### src/rtl/mdio_mgmt_pkg.sv
package mdio_mgmt_pkg;
    localparam int PRE_BITS   = 32;
    localparam int ADDR_BITS  = 5;
    localparam int DATA_BITS  = 16;
    localparam int FRAME_BITS = PRE_BITS + 4 + 2 * ADDR_BITS + 2 + DATA_BITS;
    localparam int TURN_FIRST = PRE_BITS + 4 + 2 * ADDR_BITS;
    localparam int DATA_FIRST = TURN_FIRST + 2;

    localparam int CTL_WR_BIT  = 27;
    localparam int CTL_RD_BIT  = 26;
    localparam int CTL_REG_LSB = 21;
    localparam int CTL_PHY_LSB = 16;

    localparam int IRQ_DONE_BIT = 0;
    localparam int IRQ_LINK_BIT = 9;

    typedef enum logic [1:0] {
        SEL_CTRL  = 2'd0,
        SEL_WDATA = 2'd1,
        SEL_STAT  = 2'd2,
        SEL_MASK  = 2'd3
    } reg_sel_e;

    typedef enum logic [2:0] {
        ST_IDLE,
        ST_PREAMBLE,
        ST_HEADER,
        ST_TURN,
        ST_DATA,
        ST_DONE
    } mgmt_state_e;
endpackage

### src/rtl/mdio_mdc_gen.sv
module mdio_mdc_gen #(
    parameter int HALF_DIV = 4
) (
    input  logic clk,
    input  logic rst_n,
    input  logic run,
    output logic mdc,
    output logic rise_tick,
    output logic fall_tick
);
    localparam int CNT_W = (HALF_DIV > 1) ? $clog2(HALF_DIV) : 1;

    logic [CNT_W-1:0] cnt;
    logic             wrap;

    assign wrap      = run && (cnt == CNT_W'(HALF_DIV - 1));
    assign rise_tick = wrap && !mdc;
    assign fall_tick = wrap && mdc;

    always_ff @(posedge clk or negedge rst_n) begin
        if (!rst_n) begin
            cnt <= '0;
            mdc <= 1'b0;
        end else if (!run) begin
            cnt <= '0;
            mdc <= 1'b0;
        end else if (wrap) begin
            cnt <= '0;
            mdc <= ~mdc;
        end else begin
            cnt <= cnt + 1'b1;
        end
    end

    // the clock rests low whenever no frame runs
    p_mdc_rest_r4: assert property (@(posedge clk) disable iff (!rst_n)
        !run |=> !mdc);
    // mdc toggles only on a tick
    p_mdc_tick_r4: assert property (@(posedge clk) disable iff (!rst_n)
        (run && !rise_tick && !fall_tick) |=> $stable(mdc));
endmodule

### src/rtl/mdio_frame_fsm.sv
module mdio_frame_fsm
    import mdio_mgmt_pkg::*;
(
    input  logic                 clk,
    input  logic                 rst_n,
    input  logic                 start,
    input  logic                 start_rd,
    input  logic [ADDR_BITS-1:0] phy_addr,
    input  logic [ADDR_BITS-1:0] reg_addr,
    input  logic [DATA_BITS-1:0] wr_data,
    input  logic                 rise_tick,
    input  logic                 fall_tick,
    input  logic                 mdio_i,
    output logic                 run,
    output logic                 done,
    output logic                 mdio_o,
    output logic                 mdio_oe,
    output logic [DATA_BITS-1:0] rd_data
);
    localparam int CNT_W = $clog2(FRAME_BITS);

    mgmt_state_e           state, nxt;
    logic [CNT_W-1:0]      bit_cnt;
    logic [FRAME_BITS-1:0] frame;
    logic                  is_rd;
    logic [DATA_BITS-1:0]  cap;

    always_ff @(posedge clk or negedge rst_n) begin
        if (!rst_n) state <= ST_IDLE;
        else        state <= nxt;
    end

    always_comb begin
        nxt = state;
        unique case (state)
            ST_IDLE:     if (start) nxt = ST_PREAMBLE;
            ST_PREAMBLE: if (fall_tick && bit_cnt == CNT_W'(PRE_BITS - 1))   nxt = ST_HEADER;
            ST_HEADER:   if (fall_tick && bit_cnt == CNT_W'(TURN_FIRST - 1)) nxt = ST_TURN;
            ST_TURN:     if (fall_tick && bit_cnt == CNT_W'(DATA_FIRST - 1)) nxt = ST_DATA;
            ST_DATA:     if (fall_tick && bit_cnt == CNT_W'(FRAME_BITS - 1)) nxt = ST_DONE;
            ST_DONE:     nxt = ST_IDLE;
            default:     nxt = ST_IDLE;
        endcase
    end

    always_ff @(posedge clk or negedge rst_n) begin
        if (!rst_n) begin
            bit_cnt <= '0;
            frame   <= '0;
            is_rd   <= 1'b0;
            cap     <= '0;
        end else begin
            if (state == ST_IDLE && start) begin
                bit_cnt <= '0;
                is_rd   <= start_rd;
                cap     <= '0;
                frame   <= {{PRE_BITS{1'b1}}, 2'b01,
                            start_rd ? 2'b10 : 2'b01,
                            phy_addr, reg_addr,
                            start_rd ? 2'b00 : 2'b10,
                            start_rd ? {DATA_BITS{1'b0}} : wr_data};
            end else if (fall_tick) begin
                bit_cnt <= bit_cnt + 1'b1;
                frame   <= frame << 1;
            end
            if (rise_tick && is_rd && state == ST_DATA)
                cap <= {cap[DATA_BITS-2:0], mdio_i};
        end
    end

    always_comb begin
        run     = 1'b0;
        done    = 1'b0;
        mdio_oe = 1'b0;
        unique case (state)
            ST_IDLE:     ;
            ST_PREAMBLE: begin run = 1'b1; mdio_oe = 1'b1; end
            ST_HEADER:   begin run = 1'b1; mdio_oe = 1'b1; end
            ST_TURN:     begin run = 1'b1; mdio_oe = !is_rd; end
            ST_DATA:     begin run = 1'b1; mdio_oe = !is_rd; end
            ST_DONE:     done = 1'b1;
            default:     ;
        endcase
        mdio_o  = run ? frame[FRAME_BITS-1] : 1'b0;
        rd_data = cap;
    end

    // a write frame keeps the line driven throughout
    p_write_drives_r2: assert property (@(posedge clk) disable iff (!rst_n)
        (run && !is_rd) |-> mdio_oe);
    // a read releases the line for its data bits
    p_read_release_r3: assert property (@(posedge clk) disable iff (!rst_n)
        (state == ST_DATA && is_rd) |-> !mdio_oe);
    // the frame moves only on a falling tick
    p_shift_on_fall_r4: assert property (@(posedge clk) disable iff (!rst_n)
        (run && !fall_tick) |=> $stable(frame));
    // done lasts one cycle
    p_done_single_r5: assert property (@(posedge clk) disable iff (!rst_n)
        done |=> !done);
endmodule

### src/rtl/mdio_irq_unit.sv
module mdio_irq_unit (
    input  logic       clk,
    input  logic       rst_n,
    input  logic       done_evt,
    input  logic       link_evt,
    input  logic       clr_we,
    input  logic [1:0] clr_bits,
    input  logic       mask_we,
    input  logic [1:0] mask_bits,
    output logic [1:0] status,
    output logic [1:0] mask,
    output logic       irq
);
    logic [1:0] set_bits;
    logic [1:0] clr_eff;

    assign set_bits = {link_evt, done_evt};
    assign clr_eff  = clr_we ? clr_bits : 2'b00;
    assign irq      = |(status & mask);

    always_ff @(posedge clk or negedge rst_n) begin
        if (!rst_n) begin
            status <= '0;
            mask   <= '0;
        end else begin
            status <= set_bits | (status & ~clr_eff);
            if (mask_we) mask <= mask_bits;
        end
    end

    // a link event always lands, even against a clear
    p_link_sets_r8: assert property (@(posedge clk) disable iff (!rst_n)
        link_evt |=> status[1]);
    // a done pulse always lands in status
    p_done_sets_r5: assert property (@(posedge clk) disable iff (!rst_n)
        done_evt |=> status[0]);
    // no interrupt without an enabled source
    p_irq_needs_mask_r9: assert property (@(posedge clk) disable iff (!rst_n)
        irq |-> (mask != 2'b00));
endmodule

### src/rtl/mdio_mgmt_ctrl.sv
module mdio_mgmt_ctrl
    import mdio_mgmt_pkg::*;
#(
    parameter int HALF_DIV = 4
) (
    input  logic        clk,
    input  logic        rst_n,
    input  logic        reg_we,
    input  logic [1:0]  reg_wsel,
    input  logic [31:0] reg_wdata,
    input  logic [1:0]  reg_rsel,
    output logic [31:0] reg_rdata,
    input  logic        link_chg,
    output logic        irq,
    output logic        mdc,
    input  logic        mdio_i,
    output logic        mdio_o,
    output logic        mdio_oe
);
    logic                 cmd_wr, cmd_rd, busy;
    logic [ADDR_BITS-1:0] phy_q, regad_q;
    logic [DATA_BITS-1:0] rdata_q, wdata_q, eng_rd;
    logic                 ctrl_wr, accept, start, start_rd;
    logic                 run, done, rise_tick, fall_tick;
    logic [1:0]           status, mask;
    logic                 unused_wbits;

    assign unused_wbits = ^reg_wdata[31:28];
    assign busy     = cmd_wr | cmd_rd;
    assign ctrl_wr  = reg_we && (reg_wsel == SEL_CTRL);
    assign accept   = ctrl_wr && !busy;
    assign start    = accept && (reg_wdata[CTL_WR_BIT] || reg_wdata[CTL_RD_BIT]);
    assign start_rd = !reg_wdata[CTL_WR_BIT] && reg_wdata[CTL_RD_BIT];

    always_ff @(posedge clk or negedge rst_n) begin
        if (!rst_n) begin
            cmd_wr  <= 1'b0;
            cmd_rd  <= 1'b0;
            phy_q   <= '0;
            regad_q <= '0;
            rdata_q <= '0;
            wdata_q <= '0;
        end else begin
            if (accept) begin
                phy_q   <= reg_wdata[CTL_PHY_LSB +: ADDR_BITS];
                regad_q <= reg_wdata[CTL_REG_LSB +: ADDR_BITS];
                cmd_wr  <= reg_wdata[CTL_WR_BIT];
                cmd_rd  <= start_rd;
            end else if (done) begin
                cmd_wr  <= 1'b0;
                cmd_rd  <= 1'b0;
            end
            if (done && cmd_rd) rdata_q <= eng_rd;
            if (reg_we && reg_wsel == SEL_WDATA) wdata_q <= reg_wdata[DATA_BITS-1:0];
        end
    end

    always_comb begin
        reg_rdata = '0;
        unique case (reg_sel_e'(reg_rsel))
            SEL_CTRL: begin
                reg_rdata[CTL_WR_BIT] = cmd_wr;
                reg_rdata[CTL_RD_BIT] = cmd_rd;
                reg_rdata[CTL_REG_LSB +: ADDR_BITS] = regad_q;
                reg_rdata[CTL_PHY_LSB +: ADDR_BITS] = phy_q;
                reg_rdata[DATA_BITS-1:0] = rdata_q;
            end
            SEL_WDATA: reg_rdata[DATA_BITS-1:0] = wdata_q;
            SEL_STAT: begin
                reg_rdata[IRQ_DONE_BIT] = status[0];
                reg_rdata[IRQ_LINK_BIT] = status[1];
            end
            SEL_MASK: begin
                reg_rdata[IRQ_DONE_BIT] = mask[0];
                reg_rdata[IRQ_LINK_BIT] = mask[1];
            end
            default: ;
        endcase
    end

    mdio_mdc_gen #(.HALF_DIV(HALF_DIV)) u_mdc (
        .clk(clk), .rst_n(rst_n), .run(run),
        .mdc(mdc), .rise_tick(rise_tick), .fall_tick(fall_tick)
    );

    mdio_frame_fsm u_fsm (
        .clk(clk), .rst_n(rst_n), .start(start), .start_rd(start_rd),
        .phy_addr(reg_wdata[CTL_PHY_LSB +: ADDR_BITS]),
        .reg_addr(reg_wdata[CTL_REG_LSB +: ADDR_BITS]),
        .wr_data(wdata_q), .rise_tick(rise_tick), .fall_tick(fall_tick),
        .mdio_i(mdio_i), .run(run), .done(done), .mdio_o(mdio_o),
        .mdio_oe(mdio_oe), .rd_data(eng_rd)
    );

    mdio_irq_unit u_irq (
        .clk(clk), .rst_n(rst_n), .done_evt(done), .link_evt(link_chg),
        .clr_we(reg_we && reg_wsel == SEL_STAT),
        .clr_bits({reg_wdata[IRQ_LINK_BIT], reg_wdata[IRQ_DONE_BIT]}),
        .mask_we(reg_we && reg_wsel == SEL_MASK),
        .mask_bits({reg_wdata[IRQ_LINK_BIT], reg_wdata[IRQ_DONE_BIT]}),
        .status(status), .mask(mask), .irq(irq)
    );

    // never both command bits at once
    p_cmd_excl_r7: assert property (@(posedge clk) disable iff (!rst_n)
        $onehot0({cmd_wr, cmd_rd}));
    // a control write during a command leaves the addresses alone
    p_busy_hold_r6: assert property (@(posedge clk) disable iff (!rst_n)
        (busy && ctrl_wr) |=> ($stable(phy_q) && $stable(regad_q)));
    // command bit clears as the frame ends
    p_cmd_clear_r5: assert property (@(posedge clk) disable iff (!rst_n)
        done |=> !busy);
endmodule

### config.mk
export PLATFORM = sky130hd
export DESIGN_NAME = mdio_mgmt_ctrl
export DESIGN_NICKNAME = d
export VERILOG_FILES = /design/src/rtl/mdio_mgmt_pkg.sv /design/src/rtl/mdio_mdc_gen.sv /design/src/rtl/mdio_frame_fsm.sv /design/src/rtl/mdio_irq_unit.sv /design/src/rtl/mdio_mgmt_ctrl.sv
export SDC_FILE = /design/constraint.sdc
export NUM_CORES = 1
export LEC_CHECK = 0
export BUFFER_PORTS_ARGS = -buffer_cell sky130_fd_sc_hd__buf_2
export CAP_MARGIN = 40
export CORE_MARGIN = 5
export CORE_UTILIZATION = 39
export CTS_CLUSTER_SIZE = 16
export DETAILED_ROUTE_END_ITERATION = 16
export PLACE_DENSITY = 0.58
export SLEW_MARGIN = 30
export SYNTH_ARGS = -nofsm -noshare
export SYNTH_HDL_FRONTEND = slang
export SYNTH_SLANG_ARGS = --single-unit
### constraint.sdc
create_clock -name clk -period 2.3 [get_ports clk]
set_clock_uncertainty 0.15 [all_clocks]
set_input_delay 0.115 -clock clk [delete_from_list [all_inputs] [get_ports clk]]
set_output_delay 0.115 -clock clk [all_outputs]
set_load 0.02 [all_outputs]
==> impl_results.md, run 1 <==
* Status: completed
* Die Area at approximately 18,000 µm²
* Slew Viols, Final at 0
* Post-synth EDFFs at 0
* Worst-Margin Slew at 0.638 ns
* First-pass GRT wire length at around 24 mm
* Routing usage on met1 at 0.214
* Rows at between 40 and 50
* GP Congestion at between 0.7 and 0.8
* CTS root buf: clkbuf_16
* Worst vdd ir at around 0.60 mV
* DR vias/cell at 5.28
* Post-route ant nets at 0
* Synth area leaders: dfrtp_1, mux2_2, o22a_1
* Yosys top cell area share at 0.574
* Initial Utilization at 0.401
* Final setup TNS at 0 ns
* Most instantiated cells after synthesis: dfrtp_1, nand2_1, mux2_2
* Final #Nets at 674
* Drt first pass iters at 4
* Pwr/cell area at between 800 and 900 nW/µm²
* DRC at 0
* R2R setup slack at between 0.1 and 0.15 ns
* Total of max-cap violations at 0
* Die X at approximately 140 µm
* Synth unique cells at 51
* GRT Max-Usage Layer: met2
* Clock-pin slew on the worst setup and hold paths at roughly 0.060 ns
* Antenna cells at 0
* Antenna violations before repair at 0
* Worst r2r dst: u_fsm.frame[4]$_DFFE_PN0P_
* Clock Latency Late Sink at 0.42 ns
* Final wirelength at roughly 14 mm
* Worst reg2reg path depth at 6
* Vias in the first global route at 4,680
* LEAKAGE at between 3 and 4 nW
* Mapped Cells at 527
* Fin. Hold Viols at 0
* F_max at 463 MHz
* Die height at between 100 and 150 µm
* Final Critical Period at 2.16 ns
* Fin Hold WS at roughly 0.12 ns
* Clock sink count at 141
* Met2 Resource Use GR at 0.267
* Crit Path Class: reg2reg
* Total gr overflow at 0
* Slew headroom at 0.573
* Synth Flop Type: dfrtp_1
* Layout cells sized above 1 at 0.266
* DR vias at 4,509
* Initial DRC count at 258
* WL/cell at around 17 µm
* RSZ-0062 raised after global routing: false
* DPL Wire Length at ~9.3 mm
* Most frequent cell after synthesis: dfrtp_1
* CTS H-tree depth at 4
* # setup viols final at 0
* Worst R2R Start: u_fsm.state[1]$_DFFE_PN0P_
* Tcrit/Tclk final at 0.940
* Met3 Resource Use GR at 0.0464
* Total GRT Usage at 0.163
* Clock buffer depth at 2
* Yosys reg bits at 141
* Crit-path max FO at between 50 and 60
* WP data arrival at 2.34 ns
* Syn Area/Cell at about 12 µm²
* Area Growth Syn to Fin at 26.0%
* Worst setup SP type: flop
* CTS buffer count at 17
* CP Data Required Time at 2.48 ns
* Post-synthesis instance area at 6140 µm²
* Hold Path Class: in2async
* Async SR Flop Fraction at 1.00
* CORE AREA at 15,300 µm²
* Yosys top cell by area: dfrtp_1
* Warnings, synthesis at 0
* Critical Path Sink Type: flop
* # IOs at 77
* Largest net degree at the start of global routing at between 60 and 70
* # port buffers at 68
* Fill count at 1,404
* Register area share after synthesis at 0.574
* CTS tree: yes
-- repair_timing --
item / 4_1_cts / 5_1_grt
endpoints found under the hold margin: 120 / 0
setup buffers: 0 / 0
gates resized for setup: 0 / 0
hold buffers: 36 / 0
-- state kept, by name, indices dropped and copies added (netlist names), 2 cells and up --
name           flops
u_fsm.frame       64
rdata_q           16
u_fsm.rd_data     16
wdata_q           16
u_fsm.bit_cnt      6
phy_q              5
regad_q            5
u_fsm.state        3
u_irq.mask         2
u_irq.status       2
u_mdc.cnt          2
-- worst max-delay path, cell delays in order (launching register included) --
cell and delay, ns:
dfrtp_1 0.47, o21a_4 0.29, or3_4 0.40, buf_4 0.18
nand2_1 0.12, buf_12 0.25, a2bb2oi_1 0.20
-- final cells by class --
class	count	area, µm²	share of cell area
Sequential cell	141	3530	0.456
Timing Repair Buffer	124	882	0.114
Inverter	5	18.8	0.00242
Clock inverter	10	163	0.0210
Tap cell	211	264	0.0341
Clock buffer	22	464	0.0600
Multi-Input combinational cell	341	2420	0.313
-- stage by stage --
step                setup slack, ns  cell area, µm²  power, mW  std cells  utilization
floorplan                     0.314            6150       3.10        530            -
global placement              0.203            6750       3.31        786        0.441
detailed placement            0.170            6750       3.32        786        0.441
CTS                           0.120            7740       6.28        854        0.505
global route                 0.0213            7740       6.47        854        0.505
finish                        0.139            7740       6.22        854        0.505
-- layer usage --
layer	wire, µm	vias up
li1	-	2125
met4	147	0
met5	0	-
met3	616	12
met1	6610	2267
met2	7030	105
-- placed cells by master, fill, tap and decap left out, types with 13 or more instances in the layout --
cell and instances:
nand3_1 33, nand2_1 54, clkbuf_16 17, and2_1 13, nor2_1 21, a2bb2oi_1 17, o22a_1 33, mux2i_1 14
buf_4 18, dfrtp_1 141, nand4_1 15, buf_2 67, mux2_2 44, o21ai_0 20, dlygate4sd3_1 36
-- worst max-delay path by stage --
stage	start	to	slack [ns]	depth (start not counted)
global route	u_fsm.state[1]$_DFFE_PN0P_	u_fsm.frame[4]$_DFFE_PN0P_	0.02	6
global placement	u_fsm.state[1]$_DFFE_PN0P_	u_fsm.frame[4]$_DFFE_PN0P_	0.20	6
floorplan	u_fsm.state[1]$_DFFE_PN0P_	u_fsm.frame[3]$_DFFE_PN0P_	0.31	7
detailed placement	u_fsm.state[1]$_DFFE_PN0P_	u_fsm.frame[3]$_DFFE_PN0P_	0.17	6
finish	u_fsm.state[1]$_DFFE_PN0P_	u_fsm.frame[4]$_DFFE_PN0P_	0.14	6
CTS	u_fsm.state[2]$_DFFE_PN0P_	mdio_oe	0.12	4
-- cells by family (layout without fill, tap and decap cells) --
logic type / after synthesis / count (layout) / synth area share
xor+xnor: 4 / 4 / 0.00570
other cells: 1 / 4 / 0.000611
mux: 60 / 60 / 0.111
simple gates: 163 / 163 / 0.134
flops: 141 / 141 / 0.574
compound gates: 107 / 107 / 0.133
fa+ha+maj: 3 / 3 / 0.00611
buf+inv: 48 / 161 / 0.0350
-- report_power, final --
part	switching (mW)	internal, mW
Clock	1.03	1.87
Sequential	0.111	2.65
Combinational	0.278	0.283
No activity file was read; power rests on OpenSTA's default activity.
==> run 2: changes to the inputs <==
--- a/config.mk
+++ b/config.mk
@@ -15,4 +15,5 @@
 export SLEW_MARGIN = 30
 export SYNTH_ARGS = -nofsm -noshare
 export SYNTH_HDL_FRONTEND = slang
+export SYNTH_HIERARCHICAL = 1
 export SYNTH_SLANG_ARGS = --single-unit
==> impl_results.md, run 2 <==
* Status: completed
* Most frequent cell after synthesis: dfrtp_1
* R2R setup slack at 0.1 ns
* Largest net degree at the start of global routing at 54
* Final wirelength at 13.6 mm
* DPL Wire Length at 9.33 mm
* Most frequent cells in the layout: dfrtp_1, nand2_1, mux2i_1
* Mapped Cells at about 550
* DRC at 0
* Hold Path Class: in2async
* Most instantiated cells after synthesis: dfrtp_1, nand2_1, mux2i_1
* Final std cells w/o fill at between 800 and 900
* Worst reg2reg path depth at 7
* CTS root buf: clkbuf_16
* Clock Latency Late Sink at 0.41 ns
* Layout cells sized above 1 at 0.261
* Fill count at between 1k and 1.5k
* WL/cell at around 15 µm
* Int Pwr at ~5 mW
* CP Data Required Time at 2.44 ns
* Slew headroom at 0.542
* DR vias at ~4.3k
* Clock sink count at 141
* Register area share after synthesis at 0.549
* Clock buffer depth at 2
* Syn Area/Cell at 11.6 µm²
* Post-CTS setup buffer count at 0
* Simple logic cell fraction of the synthesized area at 0.142
* Die X at around 140 µm
* Antenna cells at 0
* Crit Path Class: reg2reg
* Yosys reg bits at 141
* FF/Latch Area at 3530 µm²
* Crit-path max FO at 6
* Worst setup SP type: flop
* Worst r2r dst: u_fsm/state[0]$_DFFE_PN0P_
* Worst vdd ir at 0.443 mV
* Max reg flops at 64
* Final #Nets at 697
* Tcrit/Tclk final at 0.957
* Yosys top cell by area: dfrtp_1
* CTS H-tree depth at 4
* Area Growth Syn to Fin at 25.4%
* Post-synthesis instance area at roughly 6400 µm²
* Slew Viols, Final at 0
* Largest family of logic cells by synthesized area: multiplexers
* Worst-Margin Slew at 0.684 ns
* F_max at 454 MHz
* Final Critical Period at 2.20 ns
* P_sw at 1.40 mW
* # IOs at 77
* CTS buffer count at 17
* Total of max-cap violations at 0
* Critical Path Sink Type: flop
* Total GRT Usage at 0.150
* Die height at roughly 140 µm
* Rows at 47
* Post-synth EDFFs at 0
* LEAKAGE at between 3 and 4 nW
* Commonest non-fill, non-tap cell in the layout: dfrtp_1
* Clock-pin slew on the worst setup and hold paths at 0.06 ns
* Clock network fraction of design power at 0.480
* Worst R2R Start: u_fsm/state[0]$_DFFE_PN0P_
* Drt first pass iters at 4
* Initial Utilization at 0.392
* Reg with most FFs: u_fsm/frame
* # port buffers at 68
* Dpl cells at 820
* Vias in the first global route at 4,579
* Xor/xnor share of the synthesized area at 0.0109
* Post-Synth Adder-Cell Area at 0.00584
* Final setup TNS at 0 ns
* Net Sw Frac at 0.216
* Synth area leaders: dfrtp_1, mux2i_1, mux2_2
* Async SR Flop Fraction at 1.00
* Post-route ant nets at 0
* Synth Area in Compound Gates at 0.0428
* Synth unique cells at roughly 50
* Yosys top cell area share at 0.549
* Total gr overflow at 0
* CORE AREA at 16,400 µm²
* Fin. Hold Viols at 0
* WP data arrival at 2.34 ns
* Fin Hold WS at 0.0593 ns
* Area of the multi-input gates at approximately 2700 µm²
* Flop pwr share at 0.427
* Antenna violations before repair at 0
* # setup viols final at 0
* DR vias/cell at about 4.9
* CTS tree: yes
* Pwr/cell area at just over 800 nW/µm²
* Warnings, synthesis at 6
* First-pass GRT wire length at 23.4 mm
* Synth Flop Type: dfrtp_1
* GP Congestion at 0.762
* Mux cell area share after synthesis at 0.213
* Comb pwr share at 0.092
* Initial DRC count at 236
* Die Area at 19,200 µm²
* RSZ-0062 raised after global routing: true
run 2: cell count changes after synthesis, moves of 10 or more:
cell and delta:
a22oi_1 -10, a2bb2oi_1 -17, clkbuf_1 -11, mux2i_1 +63, nand2_1 +35, nand3_1 -14, nand3b_1 +17, nand4_1 -13
o22a_1 -33
run 2: how the worst max path moves through the flow:
stage / start / end / slack [ns]
floorplan: u_fsm/state[1]$_DFFE_PN0P_ / u_fsm/state[0]$_DFFE_PN0P_ / 0.02
global placement: u_fsm/state[0]$_DFFE_PN0P_ / u_fsm/bit_cnt[5]$_DFFE_PN0P_ / 0.12
detailed placement: u_fsm/state[0]$_DFFE_PN0P_ / u_fsm/bit_cnt[5]$_DFFE_PN0P_ / 0.09
CTS: u_fsm/state[0]$_DFFE_PN0P_ / u_fsm/bit_cnt[5]$_DFFE_PN0P_ / 0.07
global route: u_fsm/state[0]$_DFFE_PN0P_ / u_fsm/bit_cnt[5]$_DFFE_PN0P_ / -0.0006
finish: u_fsm/state[0]$_DFFE_PN0P_ / u_fsm/state[0]$_DFFE_PN0P_ / 0.1
run 2: cells by family (layout without fill, tap and decap cells):
logic type / Yosys count / in the layout
mux: 125 / 125
compound gates: 46 / 46
flops: 141 / 141
xor+xnor: 8 / 8
simple gates: 185 / 185
buf+inv: 44 / 154
other cells: 1 / 4
fa+ha+maj: 3 / 3
run 2: layer usage:
| layer | routed length (µm) | track usage | vias to the layer above |
|---|---|---|---|
| li1 | - | - | 2101 |
| met1 | 6280 | 0.201 | 2092 |
| met2 | 6400 | 0.233 | 88 |
| met3 | 524 | 0.0373 | 27 |
| met4 | 380 | 0.0660 | 0 |
| met5 | 0 | 0 | - |
run 2: stage by stage:
stage / cell area (µm²) / setup WS, ns / utilization / total power, mW
detailed placement: 7040 / 0.0881 / 0.429 / 3.38
CTS: 8060 / 0.0724 / 0.491 / 6.58
finish: 8060 / 0.0993 / 0.491 / 6.49
global placement: 7040 / 0.123 / 0.429 / 3.36
floorplan: 6460 / 0.0226 / - / 3.14
global route: 8060 / -0.000630 / 0.491 / 6.73
run 2: power groups by stage:
stage	registers, mW	clock network, mW	logic [mW]
global placement	2.81	0	0.552
global route	2.80	3.28	0.655
CTS	2.78	3.20	0.610
floorplan	2.76	0	0.377
detailed placement	2.82	0	0.561
finish	2.77	3.12	0.600
run 2: worst max-delay path, cell delays in order (launching register included):
cell      delay [ns]
dfrtp_1         0.40
nor2_4          0.14
xnor2_2         0.17
and3_4          0.27
and4_4          0.27
a311oi_1        0.13
a211o_1         0.26
mux2_1          0.29
run 2: final cells by class:
type / instances / area share
Sequential cell: 141 / 0.438
Multi-Input combinational cell: 371 / 0.335
Timing Repair Buffer: 118 / 0.107
Clock buffer: 22 / 0.0588
Tap cell: 220 / 0.0341
Clock inverter: 10 / 0.0259
Inverter: 4 / 0.00186
run 2: timing repair:
action | CTS | global route
endpoints found under the hold margin | 183 | 0
hold buffers | 34 | 0
resized for setup | 0 | 1
setup endpoints to repair | 0 | 2
